### config.mk
export PLATFORM = sky130hd
export DESIGN_NAME = rx_admit_filter
export DESIGN_NICKNAME = d
export VERILOG_FILES = /design/src/rtl/rx_admit_pkg.sv /design/src/rtl/rx_len_counter.sv /design/src/rtl/rx_verdict.sv /design/src/rtl/rx_admit_filter.sv
export SDC_FILE = /design/constraint.sdc
export NUM_CORES = 1
export LEC_CHECK = 0
export BUFFER_PORTS_ARGS = -buffer_cell sky130_fd_sc_hd__buf_2
export CORE_MARGIN = 2
export CORE_UTILIZATION = 30
export CTS_BUF_LIST = sky130_fd_sc_hd__clkbuf_4
export DETAILED_ROUTE_END_ITERATION = 12
export PLACE_DENSITY_LB_ADDON = 0.08
export SETUP_SLACK_MARGIN = 0.5
export SYNTH_ARGS = -nofsm -noshare
export SYNTH_HDL_FRONTEND = slang
export SYNTH_HIERARCHICAL = 1
export SYNTH_SLANG_ARGS = --single-unit
export TNS_END_PERCENT = 1
### constraint.sdc
create_clock -name clk -period 4.2 [get_ports clk]
set_input_delay 0.84 -clock clk [delete_from_list [all_inputs] [get_ports clk]]
set_output_delay 0.84 -clock clk [all_outputs]
set_load 0.1 [all_outputs]
### src/rtl/rx_admit_pkg.sv
// Shared definitions for the receive admission filter.
// Reason codes are part of the verdict interface and must not be renumbered.
package rx_admit_pkg;
    typedef enum logic [2:0] {
        RSN_NONE   = 3'd0,
        RSN_SHORT  = 3'd1,
        RSN_LONG   = 3'd2,
        RSN_CRC    = 3'd3,
        RSN_ALIGN  = 3'd4,
        RSN_JABBER = 3'd5
    } reason_e;
endpackage

### src/rtl/rx_len_counter.sv
// Frame byte counter, limit selection and jabber timer.
// Counts one byte per valid beat, saturating at all-ones. It latches the length
// limit on the start beat and raises a sticky jabber flag once the count passes
// limit + JAB_MARGIN. Assumes a start beat precedes every frame's other beats.
module rx_len_counter #(
    parameter int CNT_W      = 11,
    parameter int STD_MAX    = 1518,
    parameter int EXT_MAX    = 1535,
    parameter int TAG_BYTES  = 4,
    parameter int JAB_MARGIN = 32
) (
    input  logic             clk,
    input  logic             rst_n,
    input  logic             beat_valid,
    input  logic             beat_sof,
    input  logic             cfg_std,
    input  logic             cfg_tag,
    output logic [CNT_W-1:0] count_q,
    output logic [CNT_W-1:0] len_now,
    output logic [CNT_W:0]   limit_now,
    output logic             jab_q,
    output logic             jab_now
);
    localparam logic [CNT_W-1:0] CMAX    = {CNT_W{1'b1}};
    localparam logic [CNT_W:0]   LIM_STD = (CNT_W+1)'(STD_MAX);
    localparam logic [CNT_W:0]   LIM_EXT = (CNT_W+1)'(EXT_MAX);
    localparam logic [CNT_W:0]   LIM_TAG = (CNT_W+1)'(EXT_MAX - TAG_BYTES);
    localparam logic [CNT_W:0]   MARGIN  = (CNT_W+1)'(JAB_MARGIN);

    logic           start_beat;
    logic [CNT_W:0] lim_sel;
    logic [CNT_W:0] lim_q;
    logic [CNT_W:0] jab_thr;

    assign start_beat = beat_valid && beat_sof;

    // Pick the limit from the configuration presented with the start beat.
    always_comb begin
        if (cfg_std)      lim_sel = LIM_STD;
        else if (cfg_tag) lim_sel = LIM_TAG;
        else              lim_sel = LIM_EXT;
    end

    assign limit_now = start_beat ? lim_sel : lim_q;
    assign jab_thr   = limit_now + MARGIN;

    // Count after the current beat, saturating at the top value.
    always_comb begin
        if (!beat_valid)          len_now = count_q;
        else if (beat_sof)        len_now = CNT_W'(1);
        else if (count_q == CMAX) len_now = CMAX;
        else                      len_now = count_q + CNT_W'(1);
    end

    // Jabber flag including this beat: restarts on a start beat, then sticks.
    always_comb begin
        if (!beat_valid) jab_now = jab_q;
        else             jab_now = (beat_sof ? 1'b0 : jab_q) || ({1'b0, len_now} > jab_thr);
    end

    // Register count, latched limit and jabber flag.
    always_ff @(posedge clk) begin
        if (!rst_n) begin
            count_q <= '0;
            lim_q   <= LIM_EXT;
            jab_q   <= 1'b0;
        end else begin
            count_q <= len_now;
            jab_q   <= jab_now;
            if (start_beat) lim_q <= lim_sel;
        end
    end

    p_sof_restart_r1: assert property (@(posedge clk) disable iff (!rst_n)
        start_beat |=> (count_q == CNT_W'(1)));
    p_sat_hold_r2: assert property (@(posedge clk) disable iff (!rst_n)
        (beat_valid && !beat_sof && count_q == CMAX) |=> (count_q == CMAX));
    p_jab_clear_r9: assert property (@(posedge clk) disable iff (!rst_n)
        start_beat |=> !jab_q);
    p_jab_sticky_r9: assert property (@(posedge clk) disable iff (!rst_n)
        (jab_q && !start_beat) |=> jab_q);
endmodule

### src/rtl/rx_verdict.sv
// End-of-frame classifier.
// On the end beat it ranks the discard reasons (short, jabber, long, CRC,
// alignment) and registers a one-cycle verdict plus one statistics pulse.
// Assumes the length, limit and jabber inputs already include the end beat.
module rx_verdict
    import rx_admit_pkg::*;
#(
    parameter int CNT_W   = 11,
    parameter int MIN_LEN = 64
) (
    input  logic             clk,
    input  logic             rst_n,
    input  logic             eof_beat,
    input  logic [CNT_W-1:0] len_now,
    input  logic [CNT_W:0]   limit_now,
    input  logic             jab_now,
    input  logic             err_crc,
    input  logic             err_align,
    input  logic             err_jab,
    output logic             v_valid,
    output logic             v_accept,
    output reason_e          v_reason,
    output logic             s_short,
    output logic             s_long,
    output logic             s_err
);
    localparam logic [CNT_W:0] MIN_L = (CNT_W+1)'(MIN_LEN);

    reason_e rsn;
    logic    is_short;
    logic    is_long;

    assign is_short = {1'b0, len_now} < MIN_L;
    assign is_long  = {1'b0, len_now} > limit_now;

    // Rank the discard reasons; the first one that applies wins.
    always_comb begin
        if (is_short)               rsn = RSN_SHORT;
        else if (jab_now || err_jab) rsn = RSN_JABBER;
        else if (is_long)           rsn = RSN_LONG;
        else if (err_crc)           rsn = RSN_CRC;
        else if (err_align)         rsn = RSN_ALIGN;
        else                        rsn = RSN_NONE;
    end

    // Register the verdict and the matching statistics pulse.
    always_ff @(posedge clk) begin
        if (!rst_n) begin
            v_valid  <= 1'b0;
            v_accept <= 1'b0;
            v_reason <= RSN_NONE;
            s_short  <= 1'b0;
            s_long   <= 1'b0;
            s_err    <= 1'b0;
        end else begin
            v_valid  <= eof_beat;
            v_accept <= eof_beat && (rsn == RSN_NONE);
            v_reason <= eof_beat ? rsn : RSN_NONE;
            s_short  <= eof_beat && (rsn == RSN_SHORT);
            s_long   <= eof_beat && (rsn == RSN_LONG);
            s_err    <= eof_beat && (rsn == RSN_CRC || rsn == RSN_ALIGN || rsn == RSN_JABBER);
        end
    end

    p_verdict_timing_r3: assert property (@(posedge clk) disable iff (!rst_n)
        v_valid |-> $past(eof_beat));
    p_one_stat_r10: assert property (@(posedge clk) disable iff (!rst_n)
        $onehot0({s_short, s_long, s_err}));
    p_accept_quiet_r10: assert property (@(posedge clk) disable iff (!rst_n)
        (v_valid && v_accept) |-> !(s_short || s_long || s_err));
    p_stat_on_discard_r10: assert property (@(posedge clk) disable iff (!rst_n)
        (s_short || s_long || s_err) |-> (v_valid && !v_accept));
endmodule

### src/rtl/rx_admit_filter.sv
// Receive frame admission filter, top level.
// Takes a preamble-stripped byte-beat stream with start and end markers and
// produces a store/discard verdict one clock after each end beat, plus a
// running count, a live jabber flag and statistics increment pulses.
// Assumes frames do not overlap and configuration is valid on the start beat.
module rx_admit_filter
    import rx_admit_pkg::*;
#(
    parameter int CNT_W      = 11,
    parameter int MIN_LEN    = 64,
    parameter int STD_MAX    = 1518,
    parameter int EXT_MAX    = 1535,
    parameter int TAG_BYTES  = 4,
    parameter int JAB_MARGIN = 32
) (
    input  logic             clk,
    input  logic             rst_n,
    input  logic             rx_valid,
    input  logic             rx_sof,
    input  logic             rx_eof,
    input  logic             cfg_std_max,
    input  logic             cfg_tag_add,
    input  logic             rx_err_crc,
    input  logic             rx_err_align,
    input  logic             rx_err_jabber,
    output logic             vd_valid,
    output logic             vd_accept,
    output logic [2:0]       vd_reason,
    output logic [CNT_W-1:0] byte_count,
    output logic             jabber_active,
    output logic             stat_short,
    output logic             stat_long,
    output logic             stat_err
);
    logic [CNT_W-1:0] len_now;
    logic [CNT_W:0]   limit_now;
    logic             jab_now;
    reason_e          reason_q;

    rx_len_counter #(
        .CNT_W(CNT_W), .STD_MAX(STD_MAX), .EXT_MAX(EXT_MAX),
        .TAG_BYTES(TAG_BYTES), .JAB_MARGIN(JAB_MARGIN)
    ) u_cnt (
        .clk(clk), .rst_n(rst_n),
        .beat_valid(rx_valid), .beat_sof(rx_sof),
        .cfg_std(cfg_std_max), .cfg_tag(cfg_tag_add),
        .count_q(byte_count), .len_now(len_now), .limit_now(limit_now),
        .jab_q(jabber_active), .jab_now(jab_now)
    );

    rx_verdict #(.CNT_W(CNT_W), .MIN_LEN(MIN_LEN)) u_vd (
        .clk(clk), .rst_n(rst_n),
        .eof_beat(rx_valid && rx_eof),
        .len_now(len_now), .limit_now(limit_now), .jab_now(jab_now),
        .err_crc(rx_err_crc), .err_align(rx_err_align), .err_jab(rx_err_jabber),
        .v_valid(vd_valid), .v_accept(vd_accept), .v_reason(reason_q),
        .s_short(stat_short), .s_long(stat_long), .s_err(stat_err)
    );

    assign vd_reason = reason_q;

    p_accept_code_r3: assert property (@(posedge clk) disable iff (!rst_n)
        vd_valid |-> (vd_accept == (vd_reason == 3'd0)));
endmodule

; Yosys cells after proc, flatten, opt, wreduce, memory -nomap -nowiden
; Cells that the tools add are included.
[op_classes]
add_sub_neg = 2
order_cmp = 3
n_eq_ne = 6
mux = 13
n_reduce_logical = 12
[op_table]
columns = operator, count
row1 = 11-bit two-way mux, 3
row2 = 11-bit by 12-bit greater-than comparator with 1-bit output, 2
row3 = 12-bit two-way mux, 2
row4 = 3-bit two-way mux, 6
row5 = 12-bit by 6-bit adder with 12-bit output (second input constant), 1
row6 = 11-bit by 1-bit adder with 11-bit output (second input constant), 1
row7 = 11-bit == test (second input constant), 1
row8 = 11-bit by 7-bit < comparator with 1-bit output (second input constant), 1
row9 = 3-bit by 2-bit == test with 1-bit output (second input constant), 2
row10 = 3-bit == test (second input constant), 2
row11 = 1-bit logical AND, 6
row12 = 1-bit logical OR, 4
row13 = 3-bit by 1-bit == test with 1-bit output (second input constant), 1
row14 = 3-bit zero test, 1
row15 = 1-bit two-way mux, 2
row16 = 2-bit AND reduction, 1
[word_totals]
reg_bits = 32
out_inout_bits = 20
word_cells = 45

; Depth between registers and ports, before layout
[logic_depth]
depth_word = 14
depth_mapped = 13
depth_no_buf = 13

; Cells and area by module
; The synthesis kept the hierarchy.
[modules_own_cells]
columns = mod, instances, cells_per_inst, area_per_inst_um2, seq_area_each_um2
row1 = rx_len_counter, 1, 186, 1493.9, 480.5
row2 = rx_verdict, 1, 69, 608.1, 160.2
row3 = rx_admit_filter, 1, 1, 6.3, 0.0

; Least setup slack after synthesis
; Ideal clock, no wire load.
[synth_path]
kind = register to register
from = reg u_cnt.count_q[0]
to = reg u_vd.v_accept
arrival_ns = 3.788
t_required_ns = 4.108
path_slack_ns = 0.321
path_stages_with_launch = 14
path_cell_list = dfxtp_1 > ha_1 > nand4_2 > nor3_4 > o21ai_0 > a22oi_1 > ha_1 > nand4_1 > o41a_1 > a32oi_1 > a31oi_1 > nor2_1 > nand2_4 > nor4_1
[synth_via]
elab_chain_len = 12
word_cells_on_any_way = 16
cone_classes = add/sub (1) / order compare (3) / eq/ne (1) / mux (7) / reduce/logical (4)
[synth_rtl]
columns = item, line
row1 = "start, declared", rx_len_counter.sv:18  ; output logic [CNT_W-1:0] count_q,
row2 = "start signal, assigned", rx_len_counter.sv:68  ; count_q <= len_now;
row3 = 11-bit by 1-bit adder with 11-bit output or 11-bit == test (tied branches), "rx_len_counter.sv:52, rx_len_counter.sv:51"
row4 = 11-bit two-way mux (*), rx_len_counter.sv:51  ; else if (count_q == CMAX) len_now = CMAX;
row5 = 11-bit two-way mux (*), rx_len_counter.sv:50  ; else if (beat_sof) len_now = CNT_W'(1);
row6 = 11-bit two-way mux (*), rx_len_counter.sv:49  ; if (!beat_valid) len_now = count_q;
row7 = net len_now[7], rx_admit_filter.sv:35  ; logic [CNT_W-1:0] len_now;
row8 = 11-bit by 12-bit greater-than comparator with 1-bit output (*), rx_len_counter.sv:58  ; else jab_now = (beat_sof ? 1'b0 : jab_q) || ({1'b0, len_now} > jab_thr);
row9 = 1-bit logical OR (*), rx_len_counter.sv:58
row10 = 1-bit two-way mux (*), rx_len_counter.sv:57  ; if (!beat_valid) jab_now = jab_q;
row11 = net jab_now, rx_admit_filter.sv:37  ; logic jab_now;
row12 = 1-bit logical OR (*), rx_verdict.sv:39  ; else if (jab_now || err_jab) rsn = RSN_JABBER;
row13 = 3-bit two-way mux (*), rx_verdict.sv:39
row14 = 3-bit two-way mux (*), rx_verdict.sv:38  ; if (is_short) rsn = RSN_SHORT;
row15 = 3-bit zero test (*), rx_verdict.sv:57  ; v_accept <= eof_beat && (rsn == RSN_NONE);
row16 = 1-bit logical AND (*), rx_verdict.sv:57
row17 = "end signal, assigned", rx_verdict.sv:57
row18 = "end, declared", rx_verdict.sv:21  ; output logic v_accept,
; The timed path passes the listed nets; every way through them passes the cells marked *.
; A chain may end at the register's enable or synchronous reset.

; Final worst setup path
; Ends and elaborated chain as after synthesis.

==> summary.md <==
| Metric | Value |
|---|---|
| F_max | 286 MHz |
| Post-synth top flop | dfxtp_1 |
| Final antenna diode count | 0 |
| Hold Crit Start | u_cnt/lim_q[7] |
| Worst-path maximum fanout | 6 |
| CTS root buffer | clkbuf_4 |
| Filler instances | 736 |
| Register bit total from synthesis | 32 |
| DR top layer | met4 |
| Met3 wire len | 169 microns |
| Die X | 87.8 microns |
| # rows | 30 |
| Final Critical Period | 3.50 ns |
| PD cells | 251 nW/um^2 |
| Pin count of the biggest net entering global routing | 22 |
| Max-cap viol count | 0 |
| Crit-path cells | ha_1, nand4_2, nor3_4, buf_4, o21ai_0, a21oi_1, ha_1, nand2_1, a21oi_1, o21ai_0, a31oi_1, nor2_2, nand2_4, nor4_1 |
| Synth top cells by count | 32 x dfxtp_1, 30 x inv_1, 24 x ha_1 |
| Largest family of logic cells by synthesized area | simple AND/OR/NAND/NOR gates |
| Tot Pwr | 624 uW |
| Total gr overflow | 0 |
| Final worst path period share | 0.833 |
| Layout cells sized above 1 | 0.223 |
| Final nets | 325 |
| # IOs | 30 |
| Wirelength per Cell | 13.7 microns |
| Post-synth EDFFs | 0 |
| Clock sinks | 32 |
| Post-synthesis sequential area ratio | 0.304 |
| Worst-margin pin slew | 0.493 ns |
| DRC viols | 0 |
| Multi-input gate area | 1340 sq um |
| HPWL Detailed | 4.19 mm |
| Post-synth top area share | 0.304 |
| Slew headroom | 0.674 |
| Final Util | 0.366 |
| Antenna violations before repair | 0 |
| Mapped Avg Cell Area | 8.24 sq um |
| Synth warnings | 6 |
| Fin Setup TNS | 0 ns |
| Setup violators final | 0 |
| H-tree Lvls | 2 |
| Overall routing resource usage | 0.142 |
| First-pass DRT Iterations | 4 |
| CP required | 4.44 ns |
| Die Y | 87.8 microns |
| RSZ-0062 raised after global routing | yes |
| Post-Synth Simple-Gate Area | 0.266 |
| Top-count cell post-synth | dfxtp_1 |
| CP peak stage delay | 0.39 ns |
| Area grow syn2layout | 18.1% |
| CP Class | reg -> reg |
| Adder-cell share of the synthesized area | 0.142 |
| Pins Over Slew Limit | 0 |
| Seq. cell area | 644 sq um |
| Result of the run | finished, final reports clean |
| Vias post-DR | 1,895 |
| Library cells used by synthesis | 55 |
| Clk_skew | 0.0183 ns |
| Max clock buf depth | 2 |
| Port bufs | 29 |
| Antenna-violating nets left | 0 |
| Post-synthesis mux area share | 0.00475 |
| TritonCTS Buffers | 5 |
| Largest cells by area after synthesis | dfxtp_1 30%, ha_1 14%, inv_1 5.3% |
| Crit path DAT | 3.74 ns |
| CP Buf/Inv Count | 1 |
| Via/cell ratio | 4.88 |
| Synth area leader | dfxtp_1 |
| Worst Setup End Kind | flip-flop |
| Maximum VDD drop | 119 uV |
| Crit-path slowest cell | dfxtp_2 |
| Cells after Synth | 256 |
| Critical path launch point | u_cnt/count_q[0] |
| Detailed Route WL | 5.31 mm |
| Clock Pin Slew Worst Setup and Hold Paths | 0.12 ns |
| Syn nets | 290 |
| Metal2 WL | 2.31 mm |
| Initial Util | 0.310 |
| Wl on met1 | 2.69 mm |
| Leak Pwr | 1.18 nW |
| Die area | 7710 sq um |
| Total core area | 6790 sq um |
| Worst skew pair latency | 0.34 ns |
| Drt initial violations | 61 |
| Fraction of registers with async set/reset | 0 |
| First-pass GRT wire length | 8.37 mm |
| CTS tree | built |
| Synth Area in Compound Gates | 0.196 |
| Final hold violations | 0 |
| Synth Area in XOR/XNOR | 0.0166 |
| Mapped cell area | 2110 sq um |
| Startpoint Class | flip-flop |
| CTS Hold Bufs | 0 |
| Delay-heaviest family, CP | compound AO/OA/AOI/OAI gates |
| Vias in the first global route | 1,732 |
| GPL Wtd Cong | 0.832 |
| Worst r2r src | u_cnt/count_q[0] |
| Min-delay worst type | reg -> reg |
[per-layer routing]
metal / GRT usage / vias to the layer above
li1: - / 989
met2: 0.211 / 38
met3: 0.0320 / 10
met4: 0.0657 / 0
met1: 0.196 / 858
met5: 0 / -
[logic make-up after synthesis]
group | count (synthesis)
and+or+nand+nor | 95
AOI/OAI and AO/OA | 62
buffers and inverters | 38
DFF | 32
adders and majority gates | 24
xor gates and xnor gates | 4
muxes | 1
[power by group]
group          internal, mW  switching, mW  total [mW]  leakage (nW)
clock                 0.124          0.119       0.244        0.0412
combinational        0.0199         0.0506      0.0705         0.874
sequential            0.308        0.00233       0.310         0.261
total                 0.452          0.172       0.624          1.18
[area by class of cell]
cell class              instances  share of cell area
multi-input cells             186               0.536
flip-flops and latches         32               0.259
repair buffers                 36              0.0794
well taps                      96              0.0482
inverters                      30              0.0452
clock inverters                 3              0.0171
clock buffers                   5              0.0151
[layout by cell type, fill, tap and decap left out, types with 2 or more instances in the layout]
cell type / Yosys / routed
o21ai_0: 9 / 9
nor2_1: 17 / 16
buf_2: 2 / 29
nor3_1: 9 / 9
nand3_1: 6 / 6
nor2_2: 1 / 2
ha_1: 24 / 24
and2_1: 6 / 6
nand2b_1: 8 / 8
nand2_1: 21 / 21
nand4_1: 5 / 5
a21oi_1: 20 / 19
dfxtp_1: 32 / 29
buf_4: 0 / 7
o31ai_1: 3 / 3
a21o_1: 2 / 2
o22ai_1: 2 / 2
and4_1: 2 / 2
nor3_2: 2 / 2
inv_1: 30 / 30
clkbuf_4: 0 / 5
nor3_4: 2 / 2
a211oi_1: 6 / 6
o41ai_1: 3 / 2
dfxtp_2: 0 / 3
or3_1: 5 / 5
xnor2_1: 4 / 4
nand4_2: 2 / 2
[worst register-to-register path, delay by kind of cell, from the launching register on]
kind | cells | cell delay [ns]
adders and majority gates | 2 | 0.60
AOI/OAI and AO/OA | 5 | 1.14
DFF | 1 | 0.39
and+or+nand+nor | 6 | 1.11
buffers and inverters | 1 | 0.18
[state kept, by name, summed over array words and instances (netlist names)]
register,cells
u_vd/v_valid,1
u_cnt/lim_q,12
u_vd/v_accept,1
u_vd/s_long,1
u_cnt/jab_q,1
u_cnt/count_q,11
u_vd/s_err,1
u_vd/s_short,1
u_vd/v_reason,3
[metrics by stage]
stage | hold WS, ns | area (sq um) | setup WS [ns] | std cells
finish | 0.465 | 2490 | 0.699 | 388
detailed placement | 0.440 | 2370 | 0.431 | 377
CTS | 0.468 | 2450 | 0.617 | 385
global placement | 0.441 | 2370 | 0.499 | 377
global route | 0.485 | 2490 | 0.434 | 388
floorplan | 0.422 | 2110 | 0.550 | 256
[path summary, 6_finish.rpt]
kind                                       end  slack, ns  cells past startpoint
worst max-delay path             u_vd/v_accept       0.70                     14
worst max register to register   u_vd/v_accept       0.70                     14
worst min register to register  u_cnt/lim_q[7]       0.47                      1
worst min-delay path            u_cnt/lim_q[7]       0.47                      1
[what timing repair did]
| item | 4_1_cts | 5_1_grt |
|---|---|---|
| resized for setup | 0 | 3 |
| buffers inserted | 0 | 3 |
| setup endpoints to repair | 0 | 4 |
| endpoints found under the hold margin | 0 | 0 |
Power figures use the tool's default switching activity.
